**config.mk**
```make
export PLATFORM = sky130hd
export DESIGN_NAME = tmr_wdt_shared
export DESIGN_NICKNAME = d
export VERILOG_FILES = /design/src/rtl/tmrwdt_pkg.sv /design/src/rtl/tw_rst_sync.sv /design/src/rtl/tw_edge_detect.sv /design/src/rtl/tw_prescaler.sv /design/src/rtl/tmr_wdt_shared.sv
export SDC_FILE = /design/constraint.sdc
export NUM_CORES = 1
export LEC_CHECK = 0
export ABC_AREA = 1
export BUFFER_PORTS_ARGS = -buffer_cell sky130_fd_sc_hd__buf_2
export CAP_MARGIN = 20
export CORE_UTILIZATION = 58
export DETAILED_ROUTE_END_ITERATION = 6
export GPL_ROUTABILITY_DRIVEN = 0
export PLACE_DENSITY = 0.79
export RECOVER_POWER = 100
export SLEW_MARGIN = 30
export SYNTH_ARGS = -nofsm -noshare
export SYNTH_HDL_FRONTEND = slang
export SYNTH_SLANG_ARGS = --single-unit
```
**constraint.sdc**
```tcl
create_clock -name clk -period 1.3 [get_ports clk]
set_input_delay 0.195 -clock clk [delete_from_list [all_inputs] [get_ports clk]]
set_output_delay 0.195 -clock clk [all_outputs]
set_load 0.05 [all_outputs]
```
**src/rtl/tmrwdt_pkg.sv**
```systemverilog
package tmrwdt_pkg;
  localparam int BYTE_W = 8;
  localparam int RATE_W = 3;

  typedef struct packed {
    logic             pu_off;      // stored only
    logic             irq_rise;    // stored only
    logic             src_ext;     // 1: external pin, 0: instruction tick
    logic             ext_fall;    // 1: high-to-low, 0: low-to-high
    logic             psc_to_wdt;  // 1: prescaler owned by watchdog
    logic [RATE_W-1:0] rate;
  } ctrl_t;

  localparam ctrl_t CTRL_RST = '1;
endpackage

```
**src/rtl/tw_rst_sync.sv**
```systemverilog
module tw_rst_sync #(
  parameter int STAGES = 2
) (
  input  logic clk,
  input  logic arst_n,
  output logic rst_n_sync
);
  logic [STAGES-1:0] chain_q;

  always_ff @(posedge clk or negedge arst_n) begin
    if (!arst_n) chain_q <= '0;
    else         chain_q <= {chain_q[STAGES-2:0], 1'b1};
  end

  assign rst_n_sync = chain_q[STAGES-1];
endmodule

```
**src/rtl/tw_edge_detect.sv**
```systemverilog
module tw_edge_detect #(
  parameter int SYNC_STAGES = 2
) (
  input  logic clk,
  input  logic rst_n,
  input  logic pin,
  input  logic fall_sel,
  output logic evt
);
  logic [SYNC_STAGES-1:0] sync_q;
  logic                   prev_q;

  genvar g;
  generate
    for (g = 0; g < SYNC_STAGES; g++) begin : g_sync
      if (g == 0) begin : g_first
        always_ff @(posedge clk or negedge rst_n) begin
          if (!rst_n) sync_q[g] <= 1'b0;
          else        sync_q[g] <= pin;
        end
      end else begin : g_next
        always_ff @(posedge clk or negedge rst_n) begin
          if (!rst_n) sync_q[g] <= 1'b0;
          else        sync_q[g] <= sync_q[g-1];
        end
      end
    end
  endgenerate

  always_ff @(posedge clk or negedge rst_n) begin
    if (!rst_n) prev_q <= 1'b0;
    else        prev_q <= sync_q[SYNC_STAGES-1];
  end

  always_comb begin
    if (fall_sel) evt = prev_q & ~sync_q[SYNC_STAGES-1];
    else          evt = ~prev_q & sync_q[SYNC_STAGES-1];
  end
endmodule

```
**src/rtl/tw_prescaler.sv**
```systemverilog
module tw_prescaler #(
  parameter int STAGES = 8,
  localparam int SH_W = $clog2(STAGES + 1)
) (
  input  logic            clk,
  input  logic            rst_n,
  input  logic            evt_in,
  input  logic            clr,
  input  logic [SH_W-1:0] shift,
  output logic            evt_out
);
  logic [STAGES-1:0] cnt_q, cnt_d, mask;

  always_comb begin
    mask = ~({STAGES{1'b1}} << shift);
    evt_out = evt_in && !clr && ((cnt_q & mask) == mask);
    cnt_d = cnt_q;
    if (clr)         cnt_d = '0;
    else if (evt_in) cnt_d = cnt_q + 1'b1;
  end

  always_ff @(posedge clk or negedge rst_n) begin
    if (!rst_n) cnt_q <= '0;
    else        cnt_q <= cnt_d;
  end
endmodule

```
**src/rtl/tmr_wdt_shared.sv**
```systemverilog
module tmr_wdt_shared
  import tmrwdt_pkg::*;
#(
  parameter int PSC_STAGES  = 8,
  parameter int WDT_W       = 8,
  parameter int SYNC_STAGES = 2,
  localparam int SH_W = $clog2(PSC_STAGES + 1)
) (
  input  logic              clk,
  input  logic              rst_n,
  input  logic              reg_we,
  input  logic              reg_sel,
  input  logic [BYTE_W-1:0] reg_wdata,
  output logic [BYTE_W-1:0] reg_rdata,
  input  logic              icyc_tick,
  input  logic              ext_clk_pin,
  input  logic              wdt_tick,
  input  logic              wdt_clr,
  output logic              ovf_flag,
  output logic              wdt_timeout
);
  logic              rst_q;
  ctrl_t             ctrl_q, ctrl_d;
  logic [BYTE_W-1:0] tmr_q, tmr_d;
  logic              ovf_q, ovf_d;
  logic [WDT_W-1:0]  wdt_q, wdt_d;
  logic              tmo_q, tmo_d;
  logic              ctrl_wr, tmr_wr, own_swap;
  logic              ext_evt, src_evt, psc_in, psc_out, psc_clr;
  logic              tmr_inc, wdt_inc;
  logic [SH_W-1:0]   psc_shift;

  tw_rst_sync #(.STAGES(2)) u_rst (
    .clk(clk), .arst_n(rst_n), .rst_n_sync(rst_q)
  );

  tw_edge_detect #(.SYNC_STAGES(SYNC_STAGES)) u_edge (
    .clk(clk), .rst_n(rst_q), .pin(ext_clk_pin),
    .fall_sel(ctrl_q.ext_fall), .evt(ext_evt)
  );

  // Routing between the two consumers and the shared prescaler
  always_comb begin
    ctrl_wr  = reg_we && !reg_sel;
    tmr_wr   = reg_we && reg_sel;
    own_swap = ctrl_wr && (reg_wdata[3] != ctrl_q.psc_to_wdt);
    src_evt  = ctrl_q.src_ext ? ext_evt : icyc_tick;
    psc_in   = ctrl_q.psc_to_wdt ? wdt_tick : src_evt;
    psc_clr  = tmr_wr || own_swap || (wdt_clr && ctrl_q.psc_to_wdt);
    if (ctrl_q.psc_to_wdt) psc_shift = SH_W'(ctrl_q.rate);
    else                   psc_shift = SH_W'(ctrl_q.rate) + 1'b1;
    tmr_inc  = ctrl_q.psc_to_wdt ? src_evt : psc_out;
    wdt_inc  = ctrl_q.psc_to_wdt ? psc_out : wdt_tick;
  end

  tw_prescaler #(.STAGES(PSC_STAGES)) u_psc (
    .clk(clk), .rst_n(rst_q), .evt_in(psc_in), .clr(psc_clr),
    .shift(psc_shift), .evt_out(psc_out)
  );

  // Next-state logic
  always_comb begin
    ctrl_d = ctrl_q;
    if (ctrl_wr) ctrl_d = ctrl_t'(reg_wdata);

    tmr_d = tmr_q;
    ovf_d = ovf_q;
    if (tmr_wr) begin
      tmr_d = reg_wdata;
      ovf_d = 1'b0;
    end else if (tmr_inc) begin
      tmr_d = tmr_q + 1'b1;
      if (tmr_q == '1) ovf_d = 1'b1;
    end

    wdt_d = wdt_q;
    tmo_d = 1'b0;
    if (wdt_clr) begin
      wdt_d = '0;
    end else if (wdt_inc) begin
      wdt_d = wdt_q + 1'b1;
      tmo_d = (wdt_q == '1);
    end
  end

  // State registers
  always_ff @(posedge clk or negedge rst_q) begin
    if (!rst_q) begin
      ctrl_q <= CTRL_RST;
      tmr_q  <= '0;
      ovf_q  <= 1'b0;
      wdt_q  <= '0;
      tmo_q  <= 1'b0;
    end else begin
      ctrl_q <= ctrl_d;
      tmr_q  <= tmr_d;
      ovf_q  <= ovf_d;
      wdt_q  <= wdt_d;
      tmo_q  <= tmo_d;
    end
  end

  assign reg_rdata   = reg_sel ? tmr_q : BYTE_W'(ctrl_q);
  assign ovf_flag    = ovf_q;
  assign wdt_timeout = tmo_q;
endmodule

```
---- After elaboration in Yosys (flattened, before gate mapping) ----
Cells that the tools add are included.
storage, ports and cells
  logic and storage cells ................. 63
  input port bits ......................... 16
  output and inout bits ................... 10
  register bits after elaboration ......... 39
operators by class
  reductions and logical operators ........ 15
  shift-type cells ........................ 1
  equality and inequality tests ........... 4
  add/sub/neg operators ................... 4
  bitwise gates (word level) .............. 6
  muxes and demuxes ....................... 18
operators by type and width
  operator                                         count
  two-way mux 8 bit                                7
  adder 8 x 1 -> 8 bit, second input constant      3
  equality test 8 bit, second input constant       2
  two-way mux 1 bit                                10
  AND 8 bit                                        1
  equality test 8 bit                              1
  NOT 8 bit                                        1
  nonzero test 2 bit                               4
  << shifter 8 x 4 -> 8 bit, first input constant  1
  logical AND 1 bit                                6
  adder 3 x 1 -> 4 bit, second input constant      1
  two-way mux 4 bit                                1
  AND 1 bit                                        2
  logical NOT 1 bit                                2
  logical OR 1 bit                                 2
  NOT 1 bit                                        2
  AND reduction 2 bit                              1
  inequality test 1 bit                            1

---- Logic depth before layout (Yosys ltp) ----
  depth in word-level cells ............... 11
  gate-level depth with buffers ........... 12
  mapped depth without buffers ............ 12

---- Modules after synthesis ----
A second synthesis with hierarchy kept.
unflattened totals
  cell total of the unflattened synthesis .. 335
  area, all modules ....................... 2437.3 µm²
by module, submodules not included
  module          area each (µm²)  times used  seq. area each (µm²)  cells an instance
  tmr_wdt_shared  1754.2           1           660.6                 242
  tw_prescaler    529.3            1           200.2                 81
  tw_edge_detect  100.1            1           75.1                  9
  tw_rst_sync     53.8             1           50.0                  3

---- Least setup slack after synthesis ----
OpenSTA, ideal clock, no wires.
  path type ............................... register to output
  start ................................... reg ctrl_q[3] in the netlist's numbering
  end ..................................... out reg_rdata[3]
  path buffers ............................ 0
  required time ........................... 1.105 ns
  arrival ................................. 1.707 ns
  setup slack ............................. -0.602 ns
  cell stages (with the launch flop) ...... 3
  path through ............................ dfstp_2 inv_2 o21ai_0
on the way
  word-level cells in the longest chain between the ends .. 1
RTL lines
  element                 line                   RTL
  from (decl)             tmr_wdt_shared.sv:23   ctrl_t ctrl_q, ctrl_d;
  from (signal assigned)  tmr_wdt_shared.sv:95   ctrl_q <= ctrl_d;
  two-way mux 8 bit       tmr_wdt_shared.sv:103  assign reg_rdata = reg_sel ? tmr_q : BYTE_W'(ctrl_q);
  to (decl)               tmr_wdt_shared.sv:14   output logic [BYTE_W-1:0] reg_rdata,
Every way passes these cells.

---- Worst setup path after layout ----
  start ................................... reg ctrl_q[3] in the netlist's numbering
  end ..................................... reg wdt_q[0]
on the way
  word-level cells in the longest chain between the ends .. 9
  elaborated cells on any way between the ends .. 16
  those cells by class .................... eq/ne (2); shift (1); mux (3); bitwise (2); reduce/logical (8)
RTL lines
  element                                                            line                  RTL
  branches (longest 7 deep; another with << shifter 8 x 4 -> 8 bit)  n/a
  two-way mux 1 bit *                                                tmr_wdt_shared.sv:53  wdt_inc = ctrl_q.psc_to_wdt ? psc_out : wdt_tick;
  nonzero test 2 bit (no source line) *                              n/a
  to (signal assigned)                                               tmr_wdt_shared.sv:98  wdt_q <= wdt_d;
  to (decl)                                                          tmr_wdt_shared.sv:26  logic [WDT_W-1:0] wdt_q, wdt_d;
Mark *: on every way between the ends.
A chain may end at the register's enable or synchronous reset.

==> results.sh <==
export IMPL_max_slew_worst_pin_slew_ps=510
export IMPL_fp_row_count=22
export IMPL_grt_max_degree=30
export IMPL_reg2reg_depth=11
export IMPL_synth_seq_cells=39
export IMPL_synth_cell_types=38
export IMPL_wl_met2_mm=3.34
export IMPL_port_buffers=25
export IMPL_async_flop_share=1.00
export IMPL_cts_sinks=39
export IMPL_place_area_um2=2850
export IMPL_start_util=0.618
export IMPL_end_kind="flip-flop"
export IMPL_cp_arrival_ps=2050
export IMPL_min_delay_path_depth=1
export IMPL_fin_area_um2=3220
export IMPL_grt_pass1_wl_mm=10.0
export IMPL_synth_edff_count=0
export IMPL_wl_mm=6.53
export IMPL_dr_wl_met3_um=255
export IMPL_cellPowerDensity_nw_per_um2=1370
export IMPL_r2r_slack_ps=-580
export IMPL_relSlewSlack=0.660
export IMPL_clk_path_buf_depth=2
export IMPL_io_pins=26
export IMPL_drc_errors=0
export IMPL_vias=2379
export IMPL_top_layer_used="met4"
export IMPL_num_antenna_cells=0
export IMPL_syn_avg_cell_area_um2=7.64
export IMPL_cts_root_buffer="clkbuf_8"
export IMPL_h_tree_depth=2
export IMPL_fin_crit_sh=1.45
export IMPL_hp_class="input pin to flip-flop"
export IMPL_core_um2=3740
export IMPL_status="complete, but fails checks"
export IMPL_wl_per_cell_um=15.3
export IMPL_ant_nets=0
export IMPL_synth_nets=323
export IMPL_r2r_end="wdt_q[0]$_DFFE_PN0P_"
export IMPL_synth_ff_type="dfrtp_1"
export IMPL_post_place_ws_ps=-593
export IMPL_worstSkewPairLatency_ps=290
export IMPL_grt_util_all_layers=0.311
export IMPL_max_cap_violations=0
export IMPL_fin_crit_ps=1880
export IMPL_start_kind="flip-flop"
export IMPL_cts_tree="yes"
export IMPL_slowest_stage="dfstp_2"
export IMPL_finalSetupViolCount=34
export IMPL_post_dp_hpwl_mm=4.07
export IMPL_critical_path_required_ps=1470
export IMPL_ys_seq_area_frac=0.426
export IMPL_rsz0062_at_grt="yes"
export IMPL_cts_buffers=5
export IMPL_violations="setup timing"
export IMPL_finalClockSkew_ps=11.1
export IMPL_path_clk_slew_ps=80
export IMPL_fmax_mhz=532
export IMPL_dieArea_um2=4250
export IMPL_hold_end="u_edge.sync_q[0]$_DFF_PN0_"
export IMPL_drtPass1Iterations=5
export IMPL_antenna_found_initial=0
export IMPL_routed_via_density=5.56
export IMPL_area_delta_synth_final_pct=39.3
export IMPL_final_max_slew_viol_count=0
export IMPL_slowest_delay_ps=660
export IMPL_synthesis_area_um2=2310
export IMPL_worstHoldStart="ext_clk_pin"
export IMPL_leakage_nw=1.61
export IMPL_fin_ws_ps=-581
export IMPL_drt_met1_wl_mm=2.77
export IMPL_worst_setup_path_type="flip-flop to flip-flop"
export IMPL_synthCells=303
export IMPL_critical_path_cell_chain="buf_4, nand2_1, nand2_4, nand3_2, nand2_2, o21ai_4, nand3_2, nand2_4, buf_6, nand4_1, nand2_1"
export IMPL_die_x_um=65.2
export IMPL_drtIter0Drc=152
export IMPL_layout_drive_gt1_share=0.392
export IMPL_nFillCells=197
export IMPL_die_height_um=65.2
export IMPL_final_hold_viol_count=0
export IMPL_yosys_warnings=0
export IMPL_gr_total_overflow=0
export IMPL_grt_pass1_vias=2224
export IMPL_fin_nets=399
export IMPL_regToRegStartpoint="ctrl_q[3]$_DFFE_PN1P_"
export IMPL_cp_max_fo=7
export IMPL_ir_drop_uv=1060
-- sequential cells by signal, indices dropped and copies added, names as in the netlist --
signal,cells
tmr_q,8
u_edge.sync_q,2
u_edge.prev_q,1
ctrl_q,8
wdt_q,8
ovf_flag,1
u_rst.chain_q,2
wdt_timeout,1
u_psc.cnt_q,8
-- Yosys cell counts (2+ instances only) --
cell type / count / area share
a21oi_1: 3 / 0.0065
a31oi_1: 3 / 0.0081
buf_2: 2 / 0.0043
clkbuf_1: 3 / 0.0049
dfrtp_1: 31 / 0.34
dfstp_2: 8 / 0.091
ha_1: 4 / 0.022
inv_1: 36 / 0.058
nand2_1: 93 / 0.15
nand2_4: 3 / 0.015
nand3_1: 24 / 0.052
nand3_2: 3 / 0.013
nand4_1: 13 / 0.035
nor2_1: 15 / 0.024
o21ai_0: 29 / 0.063
o21ai_2: 2 / 0.0076
o31ai_1: 3 / 0.0097
or2_2: 2 / 0.0054
xor2_1: 7 / 0.026
-- critical path, delay by kind of cell (launching register included) --
family | cells | cell delay, ps
buf+inv | 2 | 340
compound gates | 1 | 80
simple gates | 8 | 680
flops | 1 | 660
-- layout by cell type (no fill, tap or decap), types with 4 or more instances in the layout --
cell      count
nand2_4       4
clkbuf_8      7
buf_4        42
inv_2         6
nor2_1       13
clkbuf_1      4
o21ai_0      14
o21ai_2      10
o21ai_1       6
inv_1        30
nand2_1      80
nand2_2      12
nand3_1      10
dfrtp_1      31
nand4_1      13
buf_6        13
nand3_2      16
buf_2        15
dfstp_2       8
xor2_1        7
-- routing by layer --
metal,vias to the layer above,global-route usage
li1,1141,-
met1,1134,0.400
met2,83,0.541
met3,21,0.0382
met4,0,0.103
met5,-,0
-- what timing repair did --
action | CTS | global route
gates resized for setup | 44 | 22
buffers inserted | 5 | 4
cloned | 1 | 0
hold buffers | 1 | 0
pin swaps | 16 | 14
setup endpoints to repair | 34 | 34
hold endpoints to repair | 2 | 0
-- power breakdown --
group | total (mW) | internal (mW) | leakage [nW] | switching (mW)
clock network | 0.904 | 0.485 | 0.0515 | 0.419
registers | 1.60 | 1.42 | 0.490 | 0.186
logic | 1.91 | 0.757 | 1.07 | 1.15
-- worst max path at each step --
| stage | from | endpoint | cells after the start |
|---|---|---|---|
| 3_5_place_dp | ctrl_q[1]$_DFFE_PN1P_ | wdt_q[1]$_DFFE_PN0P_ | 11 |
| 5_1_grt | tmr_q[0]$_DFFE_PN0P_ | tmr_q[6]$_DFFE_PN0P_ | 9 |
| 2_1_floorplan | ctrl_q[1]$_DFFE_PN1P_ | tmr_q[4]$_DFFE_PN0P_ | 10 |
| 3_3_place_gp | ctrl_q[1]$_DFFE_PN1P_ | ovf_flag$_DFFE_PN0P_ | 11 |
| 6_report | ctrl_q[3]$_DFFE_PN1P_ | wdt_q[0]$_DFFE_PN0P_ | 11 |
| 4_1_cts | ctrl_q[0]$_DFFE_PN1P_ | ovf_flag$_DFFE_PN0P_ | 11 |
-- area by class of cell --
type / instances / area, um^2 / area share
multi-input combinational: 220 / 1370 / 0.424
sequential: 39 / 986 / 0.306
timing repair buffer: 75 / 566 / 0.175
inverter: 38 / 145 / 0.0450
clock buffer: 8 / 100 / 0.0310
tap: 48 / 60.1 / 0.0186
-- metrics by stage --
step                hold slack [ps]  cells  TNS [ps]  power (mW)   util
finish                         13.8    428    -13960        4.42  0.861
global route                   4.38    428    -16220        4.64  0.861
CTS                            7.64    426    -13100        4.27  0.844
detailed placement            -15.8    412    -11670        3.13  0.760
global placement              -19.5    412    -10330        3.07  0.760
floorplan                      -101    303     -8460        2.61      -
-- logic make-up after synthesis --
group,share of synthesized area
adders and majority gates,0.0216
and+or+nand+nor,0.321
xor gates and xnor gates,0.0303
AOI/OAI and AO/OA,0.118
other,0.00162
DFF,0.426
buffers and inverters,0.0822
Power figures use the tool's default switching activity.
